File: src/rtl/kwdt_pkg.sv
package kwdt_pkg;
  localparam int TW = 16;

  localparam logic [1:0] W_CS  = 2'd0;
  localparam logic [1:0] W_CNT = 2'd1;
  localparam logic [1:0] W_TOV = 2'd2;
  localparam logic [1:0] W_WIN = 2'd3;

  localparam logic [15:0] K_UNLK_LO = 16'hC520;
  localparam logic [15:0] K_UNLK_HI = 16'hD928;
  localparam logic [15:0] K_REF_LO  = 16'hA602;
  localparam logic [15:0] K_REF_HI  = 16'hB480;

  localparam int B_UPD   = 5;
  localparam int B_INTEN = 6;
  localparam int B_EN    = 7;
  localparam int B_SEL   = 8;
  localparam int B_RCS   = 10;
  localparam int B_ULK   = 11;
  localparam int B_PRES  = 12;
  localparam int B_CMD32 = 13;
  localparam int B_FLAG  = 14;

  typedef struct packed {
    logic          en;
    logic [1:0]    clkSel;
    logic          pres;
    logic [TW-1:0] toval;
    logic [TW-1:0] win;
  } dpCfg_t;

  typedef struct packed {
    logic refresh;
    logic reconf;
  } dpStb_t;

  typedef enum logic [1:0] {KS_IDLE, KS_UNLK1, KS_REF1} keySt_t;
endpackage

File: src/rtl/kwdt_dp.sv
module kwdt_dp
  import kwdt_pkg::*;
#(
  parameter int PRE_W = 8
) (
  input  logic          clk,
  input  logic          rstN,
  input  dpCfg_t        cfg,
  input  dpStb_t        stb,
  input  logic [2:0]    clkStb,
  output logic [TW-1:0] cnt,
  output logic          fire,
  output logic          wdogRst
);
  logic [3:0] srcVec;
  logic       srcStb;
  logic       restart;
  logic       tick;
  logic       expire;
  logic       violation;

  assign srcVec  = {clkStb, 1'b1};
  assign srcStb  = srcVec[cfg.clkSel];
  assign restart = stb.refresh | stb.reconf;

  generate
    if (PRE_W > 0) begin : g_pre
      logic [PRE_W-1:0] preCnt;
      always_ff @(posedge clk or negedge rstN) begin
        if (!rstN)                                preCnt <= '0;
        else if (restart)                         preCnt <= '0;
        else if (cfg.en && srcStb && cfg.pres)    preCnt <= preCnt + 1'b1;
      end
      assign tick = cfg.en && srcStb && (!cfg.pres || (&preCnt));
    end else begin : g_nopre
      assign tick = cfg.en && srcStb;
    end
  endgenerate

  assign expire    = tick && !restart && (cnt == cfg.toval);
  assign violation = stb.refresh && cfg.en && (cfg.win != '0) && (cnt < cfg.win);
  assign fire      = expire | violation;

  always_ff @(posedge clk or negedge rstN) begin
    if (!rstN)        cnt <= '0;
    else if (restart) cnt <= '0;
    else if (expire)  cnt <= '0;
    else if (tick)    cnt <= cnt + 1'b1;
  end

  always_ff @(posedge clk or negedge rstN) begin
    if (!rstN) wdogRst <= 1'b0;
    else       wdogRst <= fire;
  end
endmodule

File: src/rtl/kwdt_ctrl.sv
module kwdt_ctrl
  import kwdt_pkg::*;
#(
  parameter int            UNLOCK_CYC = 256,
  parameter logic [TW-1:0] TOVAL_RST  = 16'h1000
) (
  input  logic          clk,
  input  logic          rstN,
  input  logic [3:0]    busAddr,
  input  logic          busWr,
  input  logic [31:0]   busWdata,
  output logic [31:0]   busRdata,
  input  logic [TW-1:0] cntIn,
  input  logic          fire,
  output dpCfg_t        cfg,
  output dpStb_t        stb,
  output logic          irq
);
  localparam int UW = (UNLOCK_CYC > 2) ? $clog2(UNLOCK_CYC) : 1;

  logic [1:0]    wordSel;
  logic          cntWr, csWr, cfgWr, tovWr, winWr;
  logic          is16;
  logic [15:0]   lo16;
  keySt_t        keyQ, keyNext;
  logic          unlockHit, refreshHit, unlockOk;

  logic          enQ, intEnQ, updAllowQ, presQ, cmd32Q, flagQ;
  logic [1:0]    clkSelQ;
  logic [TW-1:0] tovalQ, winQ;
  logic          ulkQ, rcsQ, rcsPendQ;
  logic [UW-1:0] ulkCnt;

  assign wordSel = busAddr[3:2];
  assign cntWr   = busWr && (wordSel == W_CNT);
  assign csWr    = busWr && (wordSel == W_CS);
  assign cfgWr   = csWr && ulkQ;
  assign tovWr   = busWr && (wordSel == W_TOV) && ulkQ;
  assign winWr   = busWr && (wordSel == W_WIN) && ulkQ;
  assign is16    = (busWdata[31:16] == 16'h0);
  assign lo16    = busWdata[15:0];

  // Key sequencer: two-write 16-bit form or single 32-bit form
  always_comb begin
    keyNext    = keyQ;
    unlockHit  = 1'b0;
    refreshHit = 1'b0;
    if (cntWr) begin
      if (cmd32Q) begin
        keyNext    = KS_IDLE;
        unlockHit  = (busWdata == {K_UNLK_HI, K_UNLK_LO});
        refreshHit = (busWdata == {K_REF_HI, K_REF_LO});
      end else begin
        case (keyQ)
          KS_IDLE: begin
            if (is16 && lo16 == K_UNLK_LO)     keyNext = KS_UNLK1;
            else if (is16 && lo16 == K_REF_LO) keyNext = KS_REF1;
          end
          KS_UNLK1: begin
            keyNext   = KS_IDLE;
            unlockHit = is16 && (lo16 == K_UNLK_HI);
          end
          KS_REF1: begin
            keyNext    = KS_IDLE;
            refreshHit = is16 && (lo16 == K_REF_HI);
          end
          default: keyNext = KS_IDLE;
        endcase
      end
    end
  end

  assign unlockOk = unlockHit && updAllowQ;

  always_ff @(posedge clk or negedge rstN) begin
    if (!rstN) keyQ <= KS_IDLE;
    else       keyQ <= keyNext;
  end

  // Unlock window and config-done status
  always_ff @(posedge clk or negedge rstN) begin
    if (!rstN) begin
      ulkQ   <= 1'b0;
      ulkCnt <= '0;
    end else if (cfgWr) begin
      ulkQ   <= 1'b0;
      ulkCnt <= '0;
    end else if (unlockOk) begin
      ulkQ   <= 1'b1;
      ulkCnt <= UW'(UNLOCK_CYC - 1);
    end else if (ulkQ) begin
      if (ulkCnt == '0) ulkQ <= 1'b0;
      else              ulkCnt <= ulkCnt - 1'b1;
    end
  end

  always_ff @(posedge clk or negedge rstN) begin
    if (!rstN) begin
      rcsQ     <= 1'b1;
      rcsPendQ <= 1'b0;
    end else if (unlockOk) begin
      rcsQ     <= 1'b0;
      rcsPendQ <= 1'b0;
    end else if (cfgWr) begin
      rcsPendQ <= 1'b1;
    end else if (rcsPendQ) begin
      rcsQ     <= 1'b1;
      rcsPendQ <= 1'b0;
    end
  end

  // Configuration registers
  always_ff @(posedge clk or negedge rstN) begin
    if (!rstN) begin
      enQ       <= 1'b0;
      intEnQ    <= 1'b0;
      updAllowQ <= 1'b1;
      clkSelQ   <= 2'b00;
      presQ     <= 1'b0;
      cmd32Q    <= 1'b0;
    end else if (cfgWr) begin
      enQ       <= busWdata[B_EN];
      intEnQ    <= busWdata[B_INTEN];
      updAllowQ <= busWdata[B_UPD];
      clkSelQ   <= busWdata[B_SEL +: 2];
      presQ     <= busWdata[B_PRES];
      cmd32Q    <= busWdata[B_CMD32];
    end
  end

  always_ff @(posedge clk or negedge rstN) begin
    if (!rstN) begin
      tovalQ <= TOVAL_RST;
      winQ   <= '0;
    end else begin
      if (tovWr) tovalQ <= busWdata[TW-1:0];
      if (winWr) winQ   <= busWdata[TW-1:0];
    end
  end

  // Timeout flag: set wins over write-one-to-clear
  always_ff @(posedge clk or negedge rstN) begin
    if (!rstN)                         flagQ <= 1'b0;
    else if (fire)                     flagQ <= 1'b1;
    else if (csWr && busWdata[B_FLAG]) flagQ <= 1'b0;
  end

  assign irq = flagQ & intEnQ;

  assign cfg.en     = enQ;
  assign cfg.clkSel = clkSelQ;
  assign cfg.pres   = presQ;
  assign cfg.toval  = tovalQ;
  assign cfg.win    = winQ;

  assign stb.refresh = refreshHit;
  assign stb.reconf  = cfgWr;

  always_comb begin
    busRdata = '0;
    case (wordSel)
      W_CS: begin
        busRdata[B_UPD]      = updAllowQ;
        busRdata[B_INTEN]    = intEnQ;
        busRdata[B_EN]       = enQ;
        busRdata[B_SEL +: 2] = clkSelQ;
        busRdata[B_RCS]      = rcsQ;
        busRdata[B_ULK]      = ulkQ;
        busRdata[B_PRES]     = presQ;
        busRdata[B_CMD32]    = cmd32Q;
        busRdata[B_FLAG]     = flagQ;
      end
      W_CNT:   busRdata[TW-1:0] = cntIn;
      W_TOV:   busRdata[TW-1:0] = tovalQ;
      default: busRdata[TW-1:0] = winQ;
    endcase
  end
endmodule

File: src/rtl/kwdt_top.sv
module kwdt_top
  import kwdt_pkg::*;
#(
  parameter int            UNLOCK_CYC = 256,
  parameter int            PRE_W      = 8,
  parameter logic [TW-1:0] TOVAL_RST  = 16'h1000
) (
  input  logic        clk,
  input  logic        rstN,
  input  logic [3:0]  busAddr,
  input  logic        busWr,
  input  logic [31:0] busWdata,
  output logic [31:0] busRdata,
  input  logic [2:0]  clkStb,
  output logic        irq,
  output logic        wdogRst
);
  dpCfg_t        dpCfg;
  dpStb_t        dpStb;
  logic [TW-1:0] cntVal;
  logic          fireStb;

  kwdt_ctrl #(
    .UNLOCK_CYC(UNLOCK_CYC),
    .TOVAL_RST (TOVAL_RST)
  ) uCtrl (
    .clk     (clk),
    .rstN    (rstN),
    .busAddr (busAddr),
    .busWr   (busWr),
    .busWdata(busWdata),
    .busRdata(busRdata),
    .cntIn   (cntVal),
    .fire    (fireStb),
    .cfg     (dpCfg),
    .stb     (dpStb),
    .irq     (irq)
  );

  kwdt_dp #(
    .PRE_W(PRE_W)
  ) uDp (
    .clk    (clk),
    .rstN   (rstN),
    .cfg    (dpCfg),
    .stb    (dpStb),
    .clkStb (clkStb),
    .cnt    (cntVal),
    .fire   (fireStb),
    .wdogRst(wdogRst)
  );
endmodule

File: config.mk
export PLATFORM = sky130hd
export DESIGN_NAME = kwdt_top
export DESIGN_NICKNAME = d
export VERILOG_FILES = /design/src/rtl/kwdt_pkg.sv /design/src/rtl/kwdt_dp.sv /design/src/rtl/kwdt_ctrl.sv /design/src/rtl/kwdt_top.sv
export SDC_FILE = /design/constraint.sdc
export NUM_CORES = 1
export LEC_CHECK = 0
export BUFFER_PORTS_ARGS = -buffer_cell sky130_fd_sc_hd__buf_2
export CAP_MARGIN = 30
export CORE_MARGIN = 4
export CORE_UTILIZATION = 52
export DETAILED_ROUTE_END_ITERATION = 16
export HOLD_SLACK_MARGIN = 0.12
export PLACE_DENSITY = 0.74
export REMOVE_ABC_BUFFERS = 1
export SYNTH_ARGS = -nofsm -noshare
export SYNTH_HDL_FRONTEND = slang
export SYNTH_SLANG_ARGS = --single-unit
File: constraint.sdc
create_clock -name clk -period 1.98 [get_ports clk]
set_clock_uncertainty 0.1 [all_clocks]
set_input_delay 0.297 -clock clk [delete_from_list [all_inputs] [get_ports clk]]
set_output_delay 0.297 -clock clk [all_outputs]
set_load 0.1 [all_outputs]
# Yosys cells after proc, flatten, opt, wreduce, memory -nomap -nowiden
# Cells that the tools add are included.
[op_classes]
add_sub_neg = 3
n_mul = 0
n_div = 0
n_lt_le_gt_ge = 2
n_eq_ne = 15
shifts = 0
muxes = 35
n_bitwise = 3
n_reduce_logical = 38
[op_table]
columns = ["cell", "count"]
rows = [
  ["16-bit == test (second input constant)", 4],
  ["32-bit == test (second input constant)", 2],
  ["16-bit two-way mux", 3],
  ["8-bit two-way mux", 6],
  ["10-bit case mux with 3 select lines", 1],
  ["1-bit logical AND", 21],
  ["1-bit two-way mux", 18],
  ["16-bit by 1-bit adder with 16-bit output (second input constant)", 1],
  ["16-bit == test", 1],
  ["16-bit zero test", 1],
  ["16-bit < comparator", 1],
  ["16-bit nonzero test", 1],
  ["5-bit case mux with 3 select lines", 1],
  ["8-bit by 1-bit adder with 8-bit output (second input constant)", 1],
  ["8-bit zero test", 1],
  ["2-bit two-way mux", 4],
  ["8-bit AND reduction", 1],
  ["8-bit by 1-bit subtractor with 8-bit output (second input constant)", 1],
  ["2-bit == test (second input constant)", 3],
  ["2-bit AND reduction", 3],
  ["2-bit nonzero test", 3],
  ["3-bit nonzero test", 2],
  ["2-bit by 1-bit == test with 1-bit output (second input constant)", 2],
  ["2-bit zero test", 2],
  ["other kinds (10)", 12],
]
[word_totals]
reg_bits = 78
latchBits = 0
ramBits = 0
romBits = 0
input_bits = 42
out_inout_bits = 34
elab_cells = 113
memories = 0

# Logic depth before layout (Yosys ltp)
[depth]
word_depth = 11
depth_mapped = 8
depth_no_buf = 7

# Modules after synthesis
# Synthesis repeated with hierarchy kept, for this count alone.
[unflattened]
hier_cells = 474
area_unflattened_um2 = 4981.0
[modules_own_cells]
columns = ["module", "n_inst", "cells_each", "area_each_um2", "seq_area_each_um2"]
rows = [
  ["kwdt_ctrl", 1, 252, 2911.5, 1330.0],
  ["kwdt_dp", 1, 222, 2069.5, 625.6],
]

# Least setup slack after synthesis
# OpenSTA, ideal clock, no wires.
[synth_path]
path_kind = "input port to output port"
from = "input port busAddr[2]"
to = "output port busRdata[0]"
arrival_ns = 2.119
required_ns = 1.583
path_slack_ns = -0.536
stages = 4
n_path_buf = 2
cell_sequence = "clkbuf_1 > clkbuf_1 > mux2_2 > a22o_1"
[synth_between]
elab_chain_len = 2
elab_cells_between_ends = 4
cone_classes = "eq/ne: 2; mux: 1; reduce/logical: 1"
[synth_lines]
columns = ["item", "line_no", "source"]
rows = [
  ["start: declaration", "kwdt_top.sv:10", "input logic [3:0] busAddr,"],
  ["2-bit == test, or another cell as far along", "kwdt_ctrl.sv:161", "case (wordSel)"],
  ["5-bit case mux with 3 select lines *", "kwdt_ctrl.sv:161", ""],
  ["end: declaration", "kwdt_top.sv:13", "output logic [31:0] busRdata,"],
]
# Every way passes the cells marked *; elsewhere a longest branch is shown, timed or not.

# Worst setup path in the final report
[layout_path]
from = "register uDp.cnt[3]"
to = "register uDp.cnt[11]"
[layout_between]
elab_chain_len = 4
elab_cells_between_ends = 7
cone_classes = "add/sub: 1; eq/ne: 1; mux: 3; reduce/logical: 2"
[layout_lines]
columns = ["item", "line_no", "source"]
rows = [
  ["start: declaration", "kwdt_dp.sv:11", "output logic [TW-1:0] cnt,"],
  ["start signal: assignment", "kwdt_dp.sv:48", "else if (tick) cnt <= cnt + 1'b1;"],
  ["16-bit by 1-bit adder with 16-bit output / 16-bit == test (equally long branches)", "kwdt_dp.sv:48, kwdt_dp.sv:40", ""],
  ["16-bit two-way mux / 1-bit logical AND (equally long branches)", "kwdt_dp.sv:48, kwdt_dp.sv:40", ""],
  ["16-bit two-way mux", "kwdt_dp.sv:47", "else if (expire) cnt <= '0;"],
  ["16-bit two-way mux", "kwdt_dp.sv:46", "else if (restart) cnt <= '0;"],
]
# Several ways; a longest one is shown, not always the timed one. The select of a mux whose other input is x is not followed.
# A chain may end at the register's enable or synchronous reset.

==> key figures <==
Status
  • Status: complete, but fails checks
  • Failing checks: negative setup slack

Placed design
  • Port bufs: 57
  • RePlAce Congestion: 0.925
  • Placed Cells: 716
  • Pre-CTS setup slack: -146 ps
  • Dpl hpwl: 10300 um

Logic synthesis
  • Ys Warns: 0
  • Asr flop ratio synth: 100%
  • Largest area contributor in the netlist: dfrtp_1
  • Most used DFF post-synth: dfrtp_1
  • Number of flops mapped to enable cells by yosys: 0
  • Top cells by count, synth: dfrtp_1 (75), mux2_2 (44), nand2_1 (38), nand3_1 (28)
  • Synthesized area: 4920 sq um
  • Post-synthesis register bit count: 78
  • Register area share after synthesis: 39.7%
  • Synth area leaders: dfrtp_1 (38%), mux2_2 (10%), ha_1 (4.8%)
  • Most frequent cell after synthesis: dfrtp_1
  • Mapped Cells: 491
  • Syn Area/Cell: 10.0 sq um
  • Post-synth top area share: 38.1%
  • Unique masters post-synth: 54

Finish
  • Synth-to-Final Area Change: 37.0%
  • Layout cells sized above 1: 40.8%
  • Final Util: 73.0%
  • Final #Nets: 695
  • N_diodes: 0
  • Fill count: 659
  • Non-Filler Instances: 768

STA
  • Tmin final: 2110 ps
  • Setup TNS: -272 ps
  • Hold slack: 137 ps
  • Final hold viol count: 0
  • Finish-stage setup viols: 7
  • Max-slew violations: 0
  • Fmax: 474 MHz
  • Fin worst setup slack: -129 ps
  • Final period util: 107%
  • RSZ-0062 raised after global routing: true

Clocking
  • Clk_lat worst skew: 360 ps
  • TritonCTS clock tree: yes
  • Reg clk slew, reported paths: 90 ps
  • H-tree lvl count: 3
  • CTS sink cnt: 78
  • Num CTS Buffers: 9
  • Max Root-Sink Buffers: 2
  • Clock root cell: clkbuf_8

Route
  • Drt total wl: 14800 um
  • Drt first pass iters: 5
  • Initial detailed-routing violation count: 220
  • Post-route ant nets: 0
  • Vias: 4548
  • Wire per inst: 19.2 um
  • Drc violations: 0
  • Vias/cell: 5.92

GRT
  • Global route total overflow: 0
  • Vias in the first global route: 4516
  • GRT Total Usage: 26.0%
  • Largest net degree at the start of global routing: 36
  • First-pass GRT wire length: 22600 um
  • Antenna violations before repair: 0

Hold path
  • Worst Hold Class: in -> reg
  • Worst min-delay path startpoint: busWdata[11]

Floorplanning
  • I/O pin count: 76
  • Die ar.: 11100 sq um
  • Die Width: 105 um
  • Starting Density: 53.3%
  • Rows: 35
  • Core area: 9240 sq um
  • Die Ht: 105 um

Critical path
  • Crit path capture type: flop
  • Worst Setup SP: uDp.cnt[3]$_DFFE_PN0P_
  • Critical path data arrival time: 2290 ps
  • CP Launch Type: flop
  • CP max FO: 4
  • Worst path required time: 2160 ps
  • Critical setup path kind: reg -> reg
  • R2r startpoint: uDp.cnt[3]$_DFFE_PN0P_

Power and ir drop
  • VDD IR max: 0.00107 V
  • Leak: 0.00301 uW
  • PD cells: 1490 nW/um^2

Job
  • Max Cap Viol: 0
## final cells by class
class / count / area, sq um / share of cell area (%)
sequential: 78 / 1960 / 29.1
clock buffer: 12 / 155 / 2.30
multi-input combinational: 367 / 2920 / 43.3
inverter: 19 / 71.3 / 1.06
clock inverter: 4 / 70.1 / 1.04
timing repair buffer: 159 / 1400 / 20.8
tap: 129 / 161 / 2.39
## layer usage
metal	vias to the layer above	GRT usage [%]	routed length (um)
met4	0	9.00	457
met2	227	44.0	7480
met3	44	5.08	965
li1	2064	-	-
met1	2213	33.3	5860
met5	-	0	0
## report_power, final
group	leakage [uW]	total [uW]	internal [uW]	switching, uW
sequential	0.000919	2890	2240	653
clock	0.000116	1360	776	584
combinational	0.00197	5780	2570	3210
## cells in the final DEF, fill, tap and decap left out, types with 15 or more instances in the layout
master	instances
dfrtp_1	69
nand3_1	25
ha_1	16
buf_12	19
xor2_1	25
buf_2	40
a21oi_1	20
conb_1	16
buf_6	15
buf_4	79
nand2_1	38
nand4_1	16
nor4_1	15
inv_1	19
mux2_2	43
nor2_1	24
## final timing paths
check | slack (ps) | end | cells after the start
max in group asynchronous | 820 | uCtrl.tovalQ[12]$_DFFE_PN1P_ | 3
hold / removal | 140 | uCtrl.tovalQ[11]$_DFFE_PN0P_ | 2
min in group asynchronous | 330 | uCtrl.ulkCnt[6]$_DFFE_PN0P_ | 2
hold reg to reg | 450 | uCtrl.intEnQ$_DFFE_PN0P_ | 1
setup / recovery | -130 | uDp.cnt[11]$_DFFE_PN0P_ | 7
setup reg to reg | -130 | uDp.cnt[11]$_DFFE_PN0P_ | 7
## kinds of logic (layout without fill, tap and decap cells)
| logic type | Yosys count | after routing | share of synthesized area [%] |
|---|---|---|---|
| AO/OA/AOI/OAI | 70 | 70 | 9.69 |
| adder cells (fa/ha/maj) | 19 | 19 | 4.83 |
| buffers and inverters | 61 | 194 | 6.05 |
| flip-flops | 78 | 78 | 39.7 |
| multiplexers | 54 | 54 | 14.6 |
| other | 1 | 16 | 0.0762 |
| XOR/XNOR | 29 | 29 | 5.16 |
| AND/OR/NAND/NOR | 179 | 179 | 19.8 |
## critical path: stages, from the launching register on
cell	delay, ps
dfrtp_2	410
buf_6	120
nand4_1	160
nor3_2	230
buf_4	150
nand3_2	90
or4b_4	560
a31oi_4	210
## state kept, by name, indices dropped and copies added, names as in the netlist
register,flops
uCtrl.winQ,16
uDp.cnt,16
uCtrl.ulkQ,1
uCtrl.presQ,1
uCtrl.enQ,1
uCtrl.keyQ,2
uCtrl.cmd32Q,1
uCtrl.intEnQ,1
uCtrl.rcsQ,1
uCtrl.tovalQ,16
uDp.g_pre.preCnt,8
uCtrl.updAllowQ,1
uCtrl.clkSelQ,2
uCtrl.ulkCnt,8
uCtrl.rcsPendQ,1
uDp.wdogRst,1
uCtrl.flagQ,1
## stage by stage
| step | power, uW | cell area (sq um) |
|---|---|---|
| after floorplan | 6060 | 4750 |
| after global placement | 7500 | 5830 |
| after detailed placement | 7680 | 5830 |
| after CTS | 9710 | 6540 |
| after global routing | 10600 | 6740 |
| final | 10000 | 6740 |
## what timing repair did
action | in CTS | in global routing
gates cloned | 0 | 0
pin swaps | 10 | 14
gates resized for setup | 66 | 25
endpoints found under the hold margin | 41 | 0
hold buffers | 6 | 0
setup buffers | 22 | 13
setup endpoints to repair | 47 | 47
Note: power is estimated with default switching activity, not from simulation.
